[src/rtl/mou_pkg.sv]
package mou_pkg;
    typedef enum logic [1:0] {
        LB_FREE = 2'd0,
        LB_WAIT = 2'd1,
        LB_SENT = 2'd2
    } lb_state_e;
endpackage

[src/rtl/mou_store_queue.sv]
module mou_store_queue #(
    parameter int NUM_ST = 3,
    parameter int AW     = 4,
    parameter int DW     = 16,
    parameter int TW     = 4,
    localparam int PW    = (NUM_ST > 1) ? $clog2(NUM_ST) : 1,
    localparam int CW    = $clog2(NUM_ST + 1)
) (
    input  logic                         clk,
    input  logic                         rst_n,
    input  logic                         push_i,
    input  logic [AW-1:0]                push_addr_i,
    input  logic [TW-1:0]                push_tag_i,
    input  logic [DW-1:0]                push_val_i,
    input  logic                         rb_valid_i,
    input  logic [TW-1:0]                rb_tag_i,
    input  logic [DW-1:0]                rb_data_i,
    input  logic                         pop_i,
    output logic                         full_o,
    output logic                         head_ready_o,
    output logic [AW-1:0]                head_addr_o,
    output logic [DW-1:0]                head_data_o,
    output logic [PW-1:0]                head_idx_o,
    output logic [NUM_ST-1:0]            valid_o,
    output logic [NUM_ST-1:0][AW-1:0]    addr_o
);
    typedef struct packed {
        logic [NUM_ST-1:0]         vld;
        logic [NUM_ST-1:0][AW-1:0] addr;
        logic [NUM_ST-1:0][TW-1:0] tag;
        logic [NUM_ST-1:0][DW-1:0] val;
        logic [PW-1:0]             head;
        logic [PW-1:0]             tail;
        logic [CW-1:0]             cnt;
    } sq_t;

    sq_t sq_d, sq_q;

    function automatic logic [PW-1:0] wrap_inc(input logic [PW-1:0] p);
        return (p == PW'(NUM_ST - 1)) ? '0 : p + 1'b1;
    endfunction

    always_comb begin
        sq_d = sq_q;
        for (int s = 0; s < NUM_ST; s++) begin
            if (sq_q.vld[s] && sq_q.tag[s] != '0 && rb_valid_i && rb_tag_i == sq_q.tag[s]) begin
                sq_d.val[s] = rb_data_i;
                sq_d.tag[s] = '0;
            end
        end
        if (pop_i) begin
            sq_d.vld[sq_q.head] = 1'b0;
            sq_d.head           = wrap_inc(sq_q.head);
        end
        if (push_i) begin
            sq_d.vld[sq_q.tail]  = 1'b1;
            sq_d.addr[sq_q.tail] = push_addr_i;
            if (push_tag_i != '0 && rb_valid_i && rb_tag_i == push_tag_i) begin
                sq_d.tag[sq_q.tail] = '0;
                sq_d.val[sq_q.tail] = rb_data_i;
            end else begin
                sq_d.tag[sq_q.tail] = push_tag_i;
                sq_d.val[sq_q.tail] = push_val_i;
            end
            sq_d.tail = wrap_inc(sq_q.tail);
        end
        sq_d.cnt = sq_q.cnt + CW'(push_i) - CW'(pop_i);
    end

    always_ff @(posedge clk) begin
        if (!rst_n) sq_q <= '0;
        else        sq_q <= sq_d;
    end

    assign full_o       = (sq_q.cnt == CW'(NUM_ST));
    assign head_ready_o = sq_q.vld[sq_q.head] && (sq_q.tag[sq_q.head] == '0);
    assign head_addr_o  = sq_q.addr[sq_q.head];
    assign head_data_o  = sq_q.val[sq_q.head];
    assign head_idx_o   = sq_q.head;
    assign valid_o      = sq_q.vld;
    assign addr_o       = sq_q.addr;

    // never push into a full queue, count stays bounded
    p_push_not_full_r4: assert property (@(posedge clk) disable iff (!rst_n)
        push_i |-> !full_o);
    p_cnt_bound_r4: assert property (@(posedge clk) disable iff (!rst_n)
        sq_q.cnt <= CW'(NUM_ST));
    // a store leaves only from the head once its value is held
    p_pop_has_value_r6: assert property (@(posedge clk) disable iff (!rst_n)
        pop_i |-> (sq_q.vld[sq_q.head] && sq_q.tag[sq_q.head] == '0));
endmodule

[src/rtl/mou_load_table.sv]
module mou_load_table
    import mou_pkg::*;
#(
    parameter int NUM_LD = 6,
    parameter int NUM_ST = 3,
    parameter int AW     = 4,
    localparam int IW    = $clog2(NUM_LD)
) (
    input  logic                         clk,
    input  logic                         rst_n,
    input  logic                         alloc_i,
    input  logic [AW-1:0]                alloc_addr_i,
    input  logic [NUM_ST-1:0]            alloc_dep_i,
    input  logic [NUM_ST-1:0]            st_done_i,
    input  logic [NUM_LD-1:0]            grant_i,
    input  logic                         ret_valid_i,
    input  logic [IW-1:0]                ret_idx_i,
    output logic                         free_any_o,
    output logic [IW-1:0]                free_idx_o,
    output logic [NUM_LD-1:0]            elig_o,
    output logic [NUM_LD-1:0][AW-1:0]    addr_o
);
    typedef struct packed {
        lb_state_e [NUM_LD-1:0]             st;
        logic [NUM_LD-1:0][AW-1:0]          addr;
        logic [NUM_LD-1:0][NUM_ST-1:0]      dep;
    } lt_t;

    lt_t lt_d, lt_q;

    always_comb begin
        free_any_o = 1'b0;
        free_idx_o = '0;
        for (int l = NUM_LD - 1; l >= 0; l--) begin
            if (lt_q.st[l] == LB_FREE) begin
                free_any_o = 1'b1;
                free_idx_o = IW'(l);
            end
        end
    end

    always_comb begin
        lt_d = lt_q;
        for (int l = 0; l < NUM_LD; l++) begin
            lt_d.dep[l] = lt_q.dep[l] & ~st_done_i;
            if (grant_i[l]) lt_d.st[l] = LB_SENT;
            if (ret_valid_i && ret_idx_i == IW'(l)) lt_d.st[l] = LB_FREE;
            if (alloc_i && free_idx_o == IW'(l)) begin
                lt_d.st[l]   = LB_WAIT;
                lt_d.addr[l] = alloc_addr_i;
                lt_d.dep[l]  = alloc_dep_i;
            end
        end
    end

    always_ff @(posedge clk) begin
        if (!rst_n) lt_q <= '0;
        else        lt_q <= lt_d;
    end

    for (genvar g = 0; g < NUM_LD; g++) begin : g_elig
        assign elig_o[g] = (lt_q.st[g] == LB_WAIT) && (lt_q.dep[g] == '0);
        assign addr_o[g] = lt_q.addr[g];
    end

    // only a load with every blocking store drained may reach memory
    p_grant_eligible_r8: assert property (@(posedge clk) disable iff (!rst_n)
        (|grant_i) |-> ($onehot0(grant_i) && ((grant_i & ~elig_o) == '0)));
    // a memory return always belongs to a load that was sent
    p_return_sent_r9: assert property (@(posedge clk) disable iff (!rst_n)
        ret_valid_i |-> (lt_q.st[ret_idx_i] == LB_SENT));
    // allocation only into a free buffer
    p_alloc_free_r3: assert property (@(posedge clk) disable iff (!rst_n)
        alloc_i |-> free_any_o);
endmodule

[src/rtl/mou_mem_model.sv]
module mou_mem_model #(
    parameter int AW  = 4,
    parameter int DW  = 16,
    parameter int IW  = 3,
    parameter int LAT = 2,
    localparam int DEPTH = 1 << AW
) (
    input  logic          clk,
    input  logic          rst_n,
    input  logic          req_valid_i,
    input  logic          req_write_i,
    input  logic [AW-1:0] req_addr_i,
    input  logic [DW-1:0] req_wdata_i,
    input  logic [IW-1:0] req_idx_i,
    output logic          ret_valid_o,
    output logic [IW-1:0] ret_idx_o,
    output logic [DW-1:0] ret_data_o
);
    typedef struct packed {
        logic [DEPTH-1:0][DW-1:0] mem;
        logic [LAT-1:0]           pv;
        logic [LAT-1:0][IW-1:0]   pidx;
        logic [LAT-1:0][DW-1:0]   pdat;
    } mm_t;

    mm_t mm_d, mm_q;

    always_comb begin
        mm_d = mm_q;
        for (int k = 1; k < LAT; k++) begin
            mm_d.pv[k]   = mm_q.pv[k-1];
            mm_d.pidx[k] = mm_q.pidx[k-1];
            mm_d.pdat[k] = mm_q.pdat[k-1];
        end
        mm_d.pv[0]   = req_valid_i && !req_write_i;
        mm_d.pidx[0] = req_idx_i;
        mm_d.pdat[0] = mm_q.mem[req_addr_i];
        if (req_valid_i && req_write_i) mm_d.mem[req_addr_i] = req_wdata_i;
    end

    always_ff @(posedge clk) begin
        if (!rst_n) mm_q <= '0;
        else        mm_q <= mm_d;
    end

    assign ret_valid_o = mm_q.pv[LAT-1];
    assign ret_idx_o   = mm_q.pidx[LAT-1];
    assign ret_data_o  = mm_q.pdat[LAT-1];
endmodule

[src/rtl/mem_order_unit.sv]
module mem_order_unit #(
    parameter int NUM_LD  = 6,
    parameter int NUM_ST  = 3,
    parameter int AW      = 4,
    parameter int DW      = 16,
    parameter int TW      = 4,
    parameter int MEM_LAT = 2,
    localparam int IW     = $clog2(NUM_LD),
    localparam int PW     = (NUM_ST > 1) ? $clog2(NUM_ST) : 1
) (
    input  logic          clk,
    input  logic          rst_n,
    input  logic          iss_valid_i,
    input  logic          iss_store_i,
    input  logic [AW-1:0] iss_addr_i,
    input  logic [TW-1:0] iss_tag_i,
    input  logic [DW-1:0] iss_data_i,
    output logic          iss_ready_o,
    output logic [TW-1:0] iss_ld_tag_o,
    input  logic          rb_valid_i,
    input  logic [TW-1:0] rb_tag_i,
    input  logic [DW-1:0] rb_data_i,
    output logic          ld_done_valid_o,
    output logic [TW-1:0] ld_done_tag_o,
    output logic [DW-1:0] ld_done_data_o
);
    logic                      sq_full, sq_head_ready, push, pop, alloc;
    logic [AW-1:0]             sq_head_addr;
    logic [DW-1:0]             sq_head_data;
    logic [PW-1:0]             sq_head_idx;
    logic [NUM_ST-1:0]         sq_valid, st_done, ld_dep;
    logic [NUM_ST-1:0][AW-1:0] sq_addr;
    logic                      lt_free_any, ld_pick;
    logic [IW-1:0]             lt_free_idx, ld_gidx, ret_idx;
    logic [NUM_LD-1:0]         lt_elig, ld_grant;
    logic [NUM_LD-1:0][AW-1:0] lt_addr;
    logic                      ret_valid;
    logic [DW-1:0]             ret_data;

    assign iss_ready_o  = iss_store_i ? !sq_full : lt_free_any;
    assign push         = iss_valid_i && iss_ready_o && iss_store_i;
    assign alloc        = iss_valid_i && iss_ready_o && !iss_store_i;
    assign iss_ld_tag_o = TW'(lt_free_idx) + TW'(1);

    // loads take the memory port ahead of the head store
    always_comb begin
        ld_pick  = 1'b0;
        ld_gidx  = '0;
        ld_grant = '0;
        for (int l = NUM_LD - 1; l >= 0; l--) begin
            if (lt_elig[l]) begin
                ld_pick = 1'b1;
                ld_gidx = IW'(l);
            end
        end
        if (ld_pick) ld_grant[ld_gidx] = 1'b1;
    end

    assign pop = !ld_pick && sq_head_ready;

    always_comb begin
        st_done = '0;
        if (pop) st_done[sq_head_idx] = 1'b1;
        for (int s = 0; s < NUM_ST; s++)
            ld_dep[s] = sq_valid[s] && (sq_addr[s] == iss_addr_i) && !st_done[s];
    end

    mou_store_queue #(.NUM_ST(NUM_ST), .AW(AW), .DW(DW), .TW(TW)) u_sq (
        .clk, .rst_n,
        .push_i(push), .push_addr_i(iss_addr_i), .push_tag_i(iss_tag_i), .push_val_i(iss_data_i),
        .rb_valid_i, .rb_tag_i, .rb_data_i,
        .pop_i(pop), .full_o(sq_full), .head_ready_o(sq_head_ready),
        .head_addr_o(sq_head_addr), .head_data_o(sq_head_data), .head_idx_o(sq_head_idx),
        .valid_o(sq_valid), .addr_o(sq_addr)
    );

    mou_load_table #(.NUM_LD(NUM_LD), .NUM_ST(NUM_ST), .AW(AW)) u_lt (
        .clk, .rst_n,
        .alloc_i(alloc), .alloc_addr_i(iss_addr_i), .alloc_dep_i(ld_dep),
        .st_done_i(st_done), .grant_i(ld_grant),
        .ret_valid_i(ret_valid), .ret_idx_i(ret_idx),
        .free_any_o(lt_free_any), .free_idx_o(lt_free_idx),
        .elig_o(lt_elig), .addr_o(lt_addr)
    );

    mou_mem_model #(.AW(AW), .DW(DW), .IW(IW), .LAT(MEM_LAT)) u_mem (
        .clk, .rst_n,
        .req_valid_i(ld_pick || pop), .req_write_i(!ld_pick),
        .req_addr_i(ld_pick ? lt_addr[ld_gidx] : sq_head_addr),
        .req_wdata_i(sq_head_data), .req_idx_i(ld_gidx),
        .ret_valid_o(ret_valid), .ret_idx_o(ret_idx), .ret_data_o(ret_data)
    );

    assign ld_done_valid_o = ret_valid;
    assign ld_done_tag_o   = TW'(ret_idx) + TW'(1);
    assign ld_done_data_o  = ret_data;

    // completion tags stay inside the load tag range
    p_done_tag_range_r2: assert property (@(posedge clk) disable iff (!rst_n)
        ld_done_valid_o |-> (ld_done_tag_o >= TW'(1) && ld_done_tag_o <= TW'(NUM_LD)));
    // a store never takes the port while a load is eligible
    p_load_first_r10: assert property (@(posedge clk) disable iff (!rst_n)
        (|lt_elig) |-> !pop);
endmodule

[config.mk]
export PLATFORM = sky130hd
export DESIGN_NAME = mem_order_unit
export DESIGN_NICKNAME = d
export VERILOG_FILES = /design/src/rtl/mou_pkg.sv /design/src/rtl/mou_store_queue.sv /design/src/rtl/mou_load_table.sv /design/src/rtl/mou_mem_model.sv /design/src/rtl/mem_order_unit.sv
export SDC_FILE = /design/constraint.sdc
export NUM_CORES = 1
export LEC_CHECK = 0
export BUFFER_PORTS_ARGS = -buffer_cell sky130_fd_sc_hd__clkbuf_2
export CAP_MARGIN = 20
export CORE_ASPECT_RATIO = 1.5
export CORE_MARGIN = 2
export CORE_UTILIZATION = 45
export DETAILED_ROUTE_END_ITERATION = 10
export SLEW_MARGIN = 20
export SYNTH_ARGS = -nofsm -noshare
export SYNTH_HDL_FRONTEND = slang
export SYNTH_SLANG_ARGS = --single-unit
export TNS_END_PERCENT = 30
[constraint.sdc]
create_clock -name clk -period 2.6 [get_ports clk]
set_input_delay 0.26 -clock clk [delete_from_list [all_inputs] [get_ports clk]]
set_output_delay 0.26 -clock clk [all_outputs]
set_load 0.02 [all_outputs]
Word level (Yosys, flattened, before mapping)
Cells that the tools add are included.
{"block": "word_totals", "regBits": 431, "in_bits": 49, "out_inout_bits": 26, "elab_cells": 287}
{"block": "op_classes", "add_sub_neg": 6, "magnitude_cmp": 8, "n_eq_ne": 26, "muxes": 92, "bitwise": 13, "reduce_logical": 84}
{"operator": "256-bit bitwise mux", "count": 1}
{"operator": "16-bit two-way mux", "count": 7}
{"operator": "48-bit bitwise mux", "count": 2}
{"operator": "75-bit two-way mux", "count": 1}
{"operator": "16-bit binary-select mux with 4-bit select", "count": 1}
{"operator": "16-bit demux with 4-bit select", "count": 1}
{"operator": "3-bit two-way mux", "count": 20}
{"operator": "60-bit two-way mux", "count": 1}
{"operator": "1-bit logical AND", "count": 46}
{"operator": "1-bit two-way mux", "count": 35}
{"operator": "16-bit binary-select mux with 2-bit select", "count": 1}
{"operator": "16-bit demux with 2-bit select", "count": 1}
{"operator": "4-bit two-way mux", "count": 8}
{"operator": "4-bit equality test", "count": 7}
{"operator": "12-bit bitwise mux", "count": 2}
{"operator": "3-bit logical NOT", "count": 8}
{"operator": "3-bit bitwise AND", "count": 7}
{"operator": "3-bit nonzero test", "count": 6}
{"operator": "3-bit OR reduction", "count": 6}
{"operator": "4-bit binary-select mux with 2-bit select", "count": 2}
{"operator": "4-bit nonzero test", "count": 4}
{"operator": "12-bit bitwise AND", "count": 1}
{"operator": "4-bit binary-select mux with 3-bit select", "count": 1}
{"operator": "2-bit by 1-bit equality test with 1-bit output, second input constant", "count": 6}
{"operator": "28 further kinds", "count": 54}

Longest topological paths before layout
{"block": "depth", "word_depth": 16, "mapped_depth": 13, "mapped_depth_nobuf": 12}

Modules after synthesis
From an unflattened synthesis, not the netlist that was laid out.
{"block": "unflattened", "hier_cells": 2502, "hier_area_um2": 22053.7}
{"mod": "mou_mem_model", "n_inst": 1, "cells_each": 1493, "area_per_inst_um2": 13694.4, "seq_area_each_um2": 5925.7}
{"mod": "mou_store_queue", "n_inst": 1, "cells_each": 638, "area_per_inst_um2": 5196.2, "seq_area_each_um2": 1621.6}
{"mod": "mou_load_table", "n_inst": 1, "cells_each": 274, "area_per_inst_um2": 2532.4, "seq_area_each_um2": 1081.0}
{"mod": "mem_order_unit", "n_inst": 1, "cells_each": 97, "area_per_inst_um2": 630.6, "seq_area_each_um2": 0.0}

Worst setup path after synthesis
OpenSTA, ideal clock, no wires.
{"block": "synth_path", "kind": "register -> register", "startpoint": "register u_lt.lt_q[51] (netlist name)", "endpoint": "register u_mem.mm_q[237] (netlist name)", "arrival_time_ns": 2.695, "t_required_ns": 2.527, "path_slack_ns": -0.167, "stages_incl_launch_ff": 12, "cell_sequence": "dfxtp_1 > nor4_2 > nand2_2 > a211oi_4 > o21ai_1 > a21oi_1 > nor4b_4 > or3_1 > buf_6 > nor3_4 > buf_6 > mux2i_1"}
{"block": "synth_between", "elab_chain_cells": 15, "elab_cells_between_ends": 25, "cone_classes": "order compare: 2; eq/ne: 1; mux: 16; reduce/logical: 6"}
{"item": "start, declared", "line": "mou_load_table.sv:29", "text": "lt_t lt_d, lt_q;"}
{"item": "start signal, assigned", "line": "mou_load_table.sv:58", "text": "else lt_q <= lt_d;"}
{"item": "2-bit by 1-bit equality test with 1-bit output *", "line": "mou_load_table.sv:62", "text": "assign elig_o[g] = (lt_q.st[g] == LB_WAIT) && (lt_q.dep[g] == '0);"}
{"item": "1-bit logical AND *", "line": "mou_load_table.sv:62"}
{"item": "3-bit two-way mux (5 in series)", "line": "mem_order_unit.sv:51", "text": "if (lt_elig[l]) begin"}
{"item": "4-bit binary-select mux with 3-bit select", "line": "mem_order_unit.sv:89", "text": ".req_addr_i(ld_pick ? lt_addr[ld_gidx] : sq_head_addr),"}
{"item": "4-bit two-way mux (implied by the code)", "line": "mem_order_unit.sv:89"}
{"item": "4-bit two-way mux", "line": "mem_order_unit.sv:89"}
{"item": "4-bit by 5-bit < comparator with 1-bit output (implied by the code) or 4-bit by 1-bit greater-or-equal comparator with 1-bit output (tied branches)", "line": "mou_mem_model.sv:38", "text": "if (req_valid_i && req_write_i) mm_d.mem[req_addr_i] = req_wdata_i;"}
{"item": "1-bit logical AND (implied by the code)", "line": "mou_mem_model.sv:38"}
{"item": "16-bit two-way mux (implied by the code)", "line": "mou_mem_model.sv:38"}
{"item": "16-bit demux with 4-bit select"}
{"item": "256-bit bitwise mux", "line": "mou_mem_model.sv:38"}
{"item": "end signal, assigned", "line": "mou_mem_model.sv:43", "text": "else mm_q <= mm_d;"}
{"item": "end, declared", "line": "mou_mem_model.sv:26", "text": "mm_t mm_d, mm_q;"}
Every way passes the cells marked *; elsewhere a longest branch is shown, timed or not. The select of a mux whose other input is x is not followed.
A chain may end at the register's enable or synchronous reset.

Final worst setup path
{"block": "layout_path", "startpoint": "register u_lt.lt_q[51] (netlist name)", "endpoint": "register u_mem.mm_q[266] (netlist name)"}
The elaborated chain is that of the path after synthesis.

==> flow_summary.json <==
{
  "cts.path.max_buffers": 3,
  "synthCells": 2230,
  "whs_ns": 0.139,
  "antenna_found_initial": 0,
  "synth_flop_cell": "dfxtp_1",
  "hp-class": "primary input to flip-flop",
  "pwr-share-seq_pct": 42.2,
  "ys_warn_count": 0,
  "row_count": 94,
  "p_total_uw": 16100,
  "period_needed_ns": 3.04,
  "crit_buf_inv": 4,
  "min_from": "iss_addr_i[2]",
  "setup_violations": 273,
  "skew_ns": 0.0126,
  "grt_pass1_wl_um": 96000,
  "syn_area_um2": 20100,
  "root_buffer": "clkbuf_16",
  "synth-async-reset-ratio_pct": 0,
  "maxSlewHeadroom_pct": 44.5,
  "fillers": 3862,
  "drtPass1Iterations": 7,
  "critPathKind": "flip-flop to flip-flop",
  "synth-edff-count": 0,
  "ys_seq_elements": 431,
  "synth_top_area_share_pct": 42.9,
  "rsz0062_at_grt": "true",
  "clk_latency_ns": 0.56,
  "io_pins": 75,
  "synth.area.top_cells": "dfxtp_1, mux2i_1, nand2_1",
  "status": "finished with violations",
  "required_ns": 3.08,
  "coreArea_um2": 44000,
  "dieWidth_um": 177,
  "wirelength_um": 60900,
  "yosysMostFrequentCell": "nand2_1",
  "crit_top_cell": "buf_6",
  "syn_nets": 2291,
  "wl_met1_um": 24100,
  "timing.critical_path.from_type": "flip-flop",
  "drv_cap": 0,
  "crit_fanout": 4,
  "yosysUniqueCellTypes": 73,
  "clk_pin_slew_ns": 0.06,
  "initial_utilization_pct": 45.8,
  "dp_cells": 2901,
  "setup.worst_path.start": "u_lt.lt_q[51]",
  "clock-sinks": 431,
  "area_growth_pct": 26.4,
  "intPower_uw": 11700,
  "fp.dieH_um": 263,
  "reg2reg_setup_slack_ns": -0.44,
  "max_freq_ghz": 0.329,
  "drv_slew": 0,
  "period_share_pct": 117,
  "synthTopCellsByCount": "nand2_1, dfxtp_1, mux2i_1",
  "pwr-share-clk_pct": 40.3,
  "drtAntennaViolNets": 0,
  "drt_iter0_drc": 1288,
  "r2r-start": "u_lt.lt_q[51]",
  "grt_pass1_vias": 17600,
  "crit_arrival_ns": 3.52,
  "antennaDiodeCount": 0,
  "die-area_um2": 46500,
  "cts_buffers": 42,
  "setup_ws_ns": -0.439,
  "ir_worst_vdd_uv": 548,
  "endpoint_kind": "flip-flop",
  "wl_met3_um": 2150,
  "vias": 17200,
  "critical_path.top_delay_family": "simple AND/OR/NAND/NOR gates",
  "top_layer": "met4",
  "worst_slew_pin_slew_ns": 0.833,
  "gp_congestion": 0.877,
  "wl_per_cell_um": 20.0,
  "hpwlAfterDp_um": 40500,
  "io_buffer_count": 73,
  "grt_max_degree": 178,
  "synth.largest_area_cell": "dfxtp_1",
  "powerDensity_nw_per_um2": 633,
  "grt_overflow": 0,
  "ys_seq_area_share_pct": 42.9,
  "pwr-share-comb_pct": 17.4,
  "grt_use_total_pct": 25.8,
  "p_sw_share_pct": 27.1,
  "p_sw_uw": 4360,
  "slowest_stage": "or3_4",
  "drive_gt1_share_pct": 25.1,
  "crit_chain": "nor4_4 > nand2_2 > buf_6 > a211oi_4 > nor2_4 > mux2i_2 > o221a_1 > buf_4 > or3_4 > nor3_4 > buf_6 > buf_6 > mux2i_1",
  "routed-wl-met2_um": 32200,
  "viasPerCell": 5.66,
  "violations": "setup timing",
  "post-route-drc-count": 0,
  "cts_tree": "built",
  "place_ws_ns": -0.640,
  "layout.nets": 2496,
  "leakagePower_uw": 0.00999,
  "hold_viol": 0,
  "finalNonFillerCells": 3043,
  "cts_max_level": 2,
  "critPathMaxStageDelay_ns": 0.41,
  "synth_area_per_cell_um2": 9.03
}
## final timing paths
path,cells past startpoint,to
max reg2reg,13,u_mem.mm_q[266]
max,13,u_mem.mm_q[266]
min,3,u_sq.addr_o[10]
min reg2reg,1,u_mem.ret_idx_o[0]
## power by group through the flow
stage / registers (µW) / logic [µW] / clock network [µW]
finish: 6810 / 2810 / 6500
global route: 6810 / 2980 / 6820
CTS: 6800 / 2580 / 6580
detailed placement: 6950 / 2260 / 0
global placement: 6950 / 2240 / 0
floorplan: 6920 / 1330 / 0
## worst reg2reg max path, cell delays in order, from the launching register on
cell and delay [ns]:
dfxtp_2 0.33, nor4_4 0.30, nand2_2 0.12, buf_6 0.15, a211oi_4 0.29, nor2_4 0.07, mux2i_2 0.16, o221a_1 0.25
buf_4 0.14, or3_4 0.41, nor3_4 0.29, buf_6 0.17, buf_6 0.12, mux2i_1 0.17
## cells in the final DEF, fill, tap and decap left out, types with 31 or more instances in the layout
master | Yosys | final
a211oi_1 | 48 | 48
nand3_1 | 73 | 70
nand2_1 | 464 | 460
buf_6 | 16 | 42
a21oi_1 | 73 | 66
a32o_1 | 32 | 31
mux2i_1 | 314 | 313
o21ai_0 | 75 | 66
buf_4 | 25 | 188
nor2_1 | 141 | 135
dfxtp_1 | 431 | 422
clkbuf_16 | 0 | 47
buf_12 | 0 | 50
mux2_2 | 49 | 48
clkbuf_2 | 0 | 73
## metrics by stage
step                      util (%)  cell area (µm²)  TNS, ns
after floorplan                  -            20100   -17.60
after global placement        51.2            22500   -74.28
after detailed placement      51.2            22500   -84.56
after CTS                     56.6            24900   -56.31
after global routing          57.9            25400   -91.91
final                         57.9            25400   -56.35
## metal layers
layer	global-route usage (%)	vias to the layer above
met5	0	-
met4	9.56	0
met3	2.66	142
met2	48.6	458
met1	29.4	8393
li1	-	8224
## cells by family after synthesis
group,share of synthesized area [%]
AO/OA/AOI/OAI,13.2
XOR/XNOR,1.13
adder cells (fa/ha/maj),0.746
buffers and inverters,5.57
flip-flops,42.9
multiplexers,18.4
other,0.0186
AND/OR/NAND/NOR,18.1
## cell type report
class / count / area, µm² / area share, %
Clock buffer: 60 / 1270 / 5.00
Clock inverter: 16 / 183 / 0.718
Inverter: 30 / 118 / 0.462
Multi-Input combinational cell: 1565 / 11000 / 43.3
Sequential cell: 431 / 8640 / 33.9
Tap cell: 576 / 721 / 2.83
Timing Repair Buffer: 365 / 3500 / 13.8
## sequential cells by signal, summed over array words and instances (netlist names)
| name | cells |
|---|---|
| u_lt.lt_q | 30 |
| u_mem.ret_data_o | 16 |
| u_mem.mm_d | 20 |
| u_sq.head_idx_o | 2 |
| u_mem.mm_q | 256 |
| u_lt.addr_o | 24 |
| u_mem.ret_valid_o | 1 |
| u_sq.sq_q | 64 |
| u_sq.valid_o | 3 |
| u_mem.ret_idx_o | 3 |
| u_sq.addr_o | 12 |
## what timing repair did
item | CTS | global route
setup endpoints to repair | 280 | 287
cloned | 7 | 1
buffers inserted | 35 | 30
pin swaps | 41 | 19
hold buffers | 0 | 0
gates resized for setup | 114 | 73
No activity file was read; power rests on OpenSTA's default activity.
